## src/rtl/mpu_fault_pkg.sv

```systemverilog
package mpu_fault_pkg;
  localparam int STAT_W   = 8;
  localparam int BIT_IF   = 0;
  localparam int BIT_DATA = 1;
  localparam int BIT_UNST = 3;
  localparam int BIT_STK  = 4;
  localparam int BIT_FPS  = 5;
  localparam int BIT_VLD  = 7;
  localparam logic [STAT_W-1:0] FAULT_MASK = 8'h3B;
  localparam logic [STAT_W-1:0] IMPL_MASK  = 8'hBB;

  typedef enum logic {
    SEL_STATUS = 1'b0,
    SEL_ADDR   = 1'b1
  } reg_sel_e;
endpackage

```

## src/rtl/mpu_fault_flags.sv

```systemverilog
module mpu_fault_flags #(
  parameter int               N    = 8,
  parameter logic [N-1:0]     IMPL = '1
) (
  input  logic         clk_i,
  input  logic         rst_ni,
  input  logic [N-1:0] set_i,
  input  logic [N-1:0] clr_i,
  output logic [N-1:0] flags_o
);
  for (genvar b = 0; b < N; b++) begin : g_bit
    if (IMPL[b]) begin : g_impl
      logic q;
      // set has priority over a same-cycle clear
      always_ff @(posedge clk_i or negedge rst_ni) begin
        if (!rst_ni)       q <= 1'b0;
        else if (set_i[b]) q <= 1'b1;
        else if (clr_i[b]) q <= 1'b0;
      end
      assign flags_o[b] = q;

      AST_FLAG_SET: assert property (@(posedge clk_i) disable iff (!rst_ni)
        set_i[b] |=> flags_o[b]);
      AST_FLAG_CLR: assert property (@(posedge clk_i) disable iff (!rst_ni)
        (clr_i[b] && !set_i[b]) |=> !flags_o[b]);
      AST_FLAG_HOLD: assert property (@(posedge clk_i) disable iff (!rst_ni)
        (!clr_i[b] && !set_i[b]) |=> $stable(flags_o[b]));
    end else begin : g_rsvd
      logic unused_b;
      assign unused_b   = set_i[b] ^ clr_i[b];
      assign flags_o[b] = 1'b0;
    end
  end
endmodule

```

## src/rtl/mpu_fault_addr.sv

```systemverilog
module mpu_fault_addr #(
  parameter int AW = 32
) (
  input  logic          clk_i,
  input  logic          rst_ni,
  input  logic          capture_i,
  input  logic [AW-1:0] addr_i,
  output logic [AW-1:0] addr_o
);
  logic [AW-1:0] addr_q;

  always_ff @(posedge clk_i or negedge rst_ni) begin
    if (!rst_ni)        addr_q <= '0;
    else if (capture_i) addr_q <= addr_i;
  end
  assign addr_o = addr_q;

  AST_ADDR_CAPTURE: assert property (@(posedge clk_i) disable iff (!rst_ni)
    capture_i |=> addr_o == $past(addr_i));
  AST_ADDR_HOLD: assert property (@(posedge clk_i) disable iff (!rst_ni)
    !capture_i |=> $stable(addr_o));
endmodule

```

## src/rtl/mpu_fault_status.sv

```systemverilog
module mpu_fault_status
  import mpu_fault_pkg::*;
#(
  parameter int AW = 32,
  parameter int DW = 32
) (
  input  logic          clk_i,
  input  logic          rst_ni,
  input  logic          ifetch_fault_i,
  input  logic          data_fault_i,
  input  logic [AW-1:0] data_addr_i,
  input  logic          stack_fault_i,
  input  logic          unstack_fault_i,
  input  logic          fpstack_fault_i,
  input  logic          reg_wr_i,
  input  logic          reg_addr_i,
  input  logic [DW-1:0] reg_wdata_i,
  output logic [DW-1:0] reg_rdata_o,
  output logic          fault_pending_o
);
  logic [STAT_W-1:0] set_vec, clr_vec, status;
  logic [AW-1:0]     fault_addr;
  logic              unused_w;

  assign unused_w = ^reg_wdata_i[DW-1:STAT_W];

  always_comb begin
    set_vec           = '0;
    set_vec[BIT_IF]   = ifetch_fault_i;
    set_vec[BIT_DATA] = data_fault_i;
    set_vec[BIT_UNST] = unstack_fault_i;
    set_vec[BIT_STK]  = stack_fault_i;
    set_vec[BIT_FPS]  = fpstack_fault_i;
    set_vec[BIT_VLD]  = data_fault_i;
  end

  assign clr_vec = (reg_wr_i && reg_sel_e'(reg_addr_i) == SEL_STATUS)
                   ? reg_wdata_i[STAT_W-1:0] : '0;

  mpu_fault_flags #(.N(STAT_W), .IMPL(IMPL_MASK)) u_flags (
    .clk_i   (clk_i),
    .rst_ni  (rst_ni),
    .set_i   (set_vec),
    .clr_i   (clr_vec),
    .flags_o (status)
  );

  mpu_fault_addr #(.AW(AW)) u_addr (
    .clk_i     (clk_i),
    .rst_ni    (rst_ni),
    .capture_i (data_fault_i),
    .addr_i    (data_addr_i),
    .addr_o    (fault_addr)
  );

  always_comb begin
    if (reg_sel_e'(reg_addr_i) == SEL_ADDR) reg_rdata_o = DW'(fault_addr);
    else                                    reg_rdata_o = DW'(status);
  end

  assign fault_pending_o = |(status & FAULT_MASK);

  AST_RSVD_ZERO: assert property (@(posedge clk_i) disable iff (!rst_ni)
    (reg_addr_i == 1'b0) |-> (reg_rdata_o[2] == 1'b0 && reg_rdata_o[6] == 1'b0));
  AST_VALID_ON_DATA: assert property (@(posedge clk_i) disable iff (!rst_ni)
    data_fault_i |=> status[BIT_VLD]);
  AST_VALID_NO_PEND: assert property (@(posedge clk_i) disable iff (!rst_ni)
    (status == 8'h80) |-> !fault_pending_o);
  AST_ADDR_RO: assert property (@(posedge clk_i) disable iff (!rst_ni)
    (reg_wr_i && reg_addr_i && !data_fault_i) |=> $stable(fault_addr));
endmodule

```

## config.mk

```make
export PLATFORM = sky130hd
export DESIGN_NAME = mpu_fault_status
export DESIGN_NICKNAME = d
export VERILOG_FILES = /design/src/rtl/mpu_fault_pkg.sv /design/src/rtl/mpu_fault_flags.sv /design/src/rtl/mpu_fault_addr.sv /design/src/rtl/mpu_fault_status.sv
export SDC_FILE = /design/constraint.sdc
export NUM_CORES = 1
export LEC_CHECK = 0
export ABC_AREA = 1
export BUFFER_PORTS_ARGS = -buffer_cell sky130_fd_sc_hd__buf_2
export CAP_MARGIN = 20
export CORE_MARGIN = 4
export CORE_UTILIZATION = 38
export DETAILED_ROUTE_END_ITERATION = 8
export PLACE_DENSITY = 0.86
export SLEW_MARGIN = 20
export SYNTH_ARGS = -nofsm -noshare
export SYNTH_HDL_FRONTEND = slang
export SYNTH_SLANG_ARGS = --single-unit
```

## constraint.sdc

```tcl
create_clock -name clk_i -period 0.8 [get_ports clk_i]
set_input_delay 0.04 -clock clk_i [delete_from_list [all_inputs] [get_ports clk_i]]
set_output_delay 0.04 -clock clk_i [all_outputs]
set_load 0.005 [all_outputs]
```

==> results by group <==
Drt
  • Initial DRC count: 72
  • Antenna Nets Post-Route: 0
  • Drt first pass iters: 4
  • Final wirelength: around 5200 µm
  • DR vias: about 1900
  • WL per Instance: 12.1 µm
  • Drt via density: about 4.4
  • DRC violations left: 0

Layout
  • P&R area growth vs syn: 65.9%
  • Antenna cells: 0
  • Final Core Density: 0.657
  • Finished layout cell area: roughly 2900 µm²
  • Final #Nets: about 450
  • Share of layout cells above drive strength 1: 0.331

Die
  • Die Footprint: 5720 µm²
  • # IOs: between 100 and 150
  • Starting Density: 0.396
  • Rows: 24
  • Chip Height: around 76 µm
  • Die Wd: roughly 76 µm
  • Core area: 4380 µm²

Yosys
  • Most frequent cells after synthesis: 134 x nand2_1, 38 x dfrtp_1, 36 x inv_1
  • Share of the synthesized area in the top cell type: 0.548
  • #FFs+latches synth: 38
  • Ys flop type: dfrtp_1
  • Syn nets: around 310
  • Distinct cells, synth: 10
  • Seq/Total Area, Yosys: 0.548
  • Most numerous cell in the Yosys netlist: nand2_1
  • Largest area contributor in the netlist: dfrtp_1
  • Post-synth EDFFs: 0
  • Post-Syn Area: approximately 1700 µm²
  • Synthesized area per cell: between 7 and 8 µm²
  • Yosys warning count: 0
  • Async SR Flop Fraction: 1.00
  • Syn Inst Count: ~240
  • Main area contributors after synthesis: dfrtp_1 55%, nand2_1 29%, inv_1 7.8%

Clock network
  • Total CTS buffers: 5
  • TritonCTS clock tree: yes
  • Sinks on Clock Net: 38
  • Reg clk slew, reported paths: about 80 ps
  • Clk_lat worst skew: just under 300 ps
  • Max Buffers Root-to-Sink: 2
  • CTS root buf: clkbuf_8
  • CTS HTree Levels: 2

Timing
  • Pin slew with the least headroom to its limit: 208 ps
  • Clk_skew: 0 ps
  • Setup violators final: 35
  • Final setup margin: -255 ps
  • Crit path time final: ~1100 ps
  • Worst slew margin: 0.861
  • Unrepaired setup endpoints after global routing: yes
  • Slew Limit Fails: 0
  • Fin Hold WS: approximately 26 ps
  • Final Hold Viols: 0
  • Setup_tns: -4380 ps
  • Final worst path period share: 1.32
  • F_max: between 0.9 and 1 GHz

Run
  • Max Cap Viol: 0

Setup path
  • CP cell instances: nor2_1 > nand4_1 > buf_2
  • CP max-delay cell: dfrtp_1
  • WS Path Type: flip-flop to primary output
  • Max FO, Critical Path: 3
  • Worst setup EP type: primary output
  • CP delay by family, top: flip-flops
  • Critical Path Source Type: flip-flop
  • Reg2reg setup slack: -50 ps
  • WP buf/inv: 1
  • Max incr delay on CP: 390 ps
  • Worst Path Required: about 760 ps
  • Worst Path Arrival: slightly above 1000 ps

Status
  • Failing checks: negative setup slack
  • Outcome: complete, but fails checks

Placed design
  • Area post-placement: approximately 2200 µm²
  • Post-DP HPWL: about 3000 µm
  • RD Place Congestion: 0.751
  • Number of port buffers: a little under 80

GRT
  • Initial antenna violation count: 0
  • Gr usage total: 0.185
  • Largest net degree at the start of global routing: 39
  • First-pass GRT wire length: approximately 7800 µm
  • Vias in the first global route: about 1800
  • Total grt overflow: 0

Power
  • Power per cell area: around 1700 nW/µm²
  • P_leak: between 0.0015 and 0.002 µW
  • Peak VDD IR: 1100 µV
  • Total power: 4790 µW

Worst hold path
  • HP Class: primary input to flip-flop
## per-stage QoR
step	instances	setup slack, ps
6_report	430	-255
5_1_grt	430	-332
4_1_cts	419	-282
3_5_place_dp	367	36.0
3_3_place_gp	367	55.0
2_1_floorplan	238	208
## state kept, by name, summed over array words and instances, names as in the netlist
| name | count |
|---|---|
| u_flags.g_bit.g_impl.q | 6 |
| u_addr.addr_o | 32 |
## power breakdown
group,switching [µW],total [µW],internal [µW]
combinational,436,973,537
clock,659,1660,998
sequential,83.5,2160,2080
## tightest hold or removal path: stages
cell     delay [ps]
buf_2            70
nand3_1          70
nand2_1          60
nand2_1          40
## layout by cell type, fill, tap and decap left out
cell type      instances
nand2_2                3
nand3_1                6
nor2_1                 1
buf_6                  1
inv_2                  6
o21ai_0                3
o21ai_1                4
dfrtp_1               38
nand4_1                1
buf_12                 2
nand2_1              131
clkbuf_8               6
buf_2                 78
inv_1                 32
buf_4                 26
o21ai_2                2
bufinv_16              1
dlygate4sd3_1         37
## per-layer routing
metal	global-route usage	vias up	part of all wire
met3	0.0501	10	0.059
met4	0.0699	0	0.018
met5	0	-	0
li1	-	967	-
met1	0.210	850	0.41
met2	0.331	65	0.51
## final timing paths
kind / startpoint / to / depth (start not counted)
max in group asynchronous: rst_ni / u_addr.addr_o[28] / 3
setup reg to reg: u_addr.addr_o[11] / u_addr.addr_o[11] / 4
min in group asynchronous: rst_ni / u_flags.g_bit[3].g_impl.q / 3
hold reg to reg: u_addr.addr_o[19] / u_addr.addr_o[19] / 2
hold / removal: reg_wdata_i[3] / u_flags.g_bit[3].g_impl.q / 4
setup / recovery: u_flags.g_bit[5].g_impl.q / fault_pending_o / 3
## final cells by class
cell class,instances,area [µm²]
Fill cell,356,1500
Timing Repair Buffer,144,1010
Sequential cell,38,951
Multi-Input combinational cell,151,603
Inverter,38,143
Clock buffer,6,82.6
Tap cell,52,65.1
Clock inverter,1,30.0
## timing repair
item | CTS | global route
pin swaps | 11 | 1
setup buffers | 8 | 11
endpoints found under the setup margin | 33 | 33
gates resized for setup | 3 | 10
hold endpoints to repair | 74 | 0
hold buffers | 37 | 0
## cell families after synthesis
logic type | after synthesis | share of synthesized area
DFF | 38 | 0.548
and+or+nand+nor | 142 | 0.313
AOI/OAI and AO/OA | 9 | 0.0259
buffers and inverters | 49 | 0.114
Note: power is estimated with default switching activity, not from simulation.
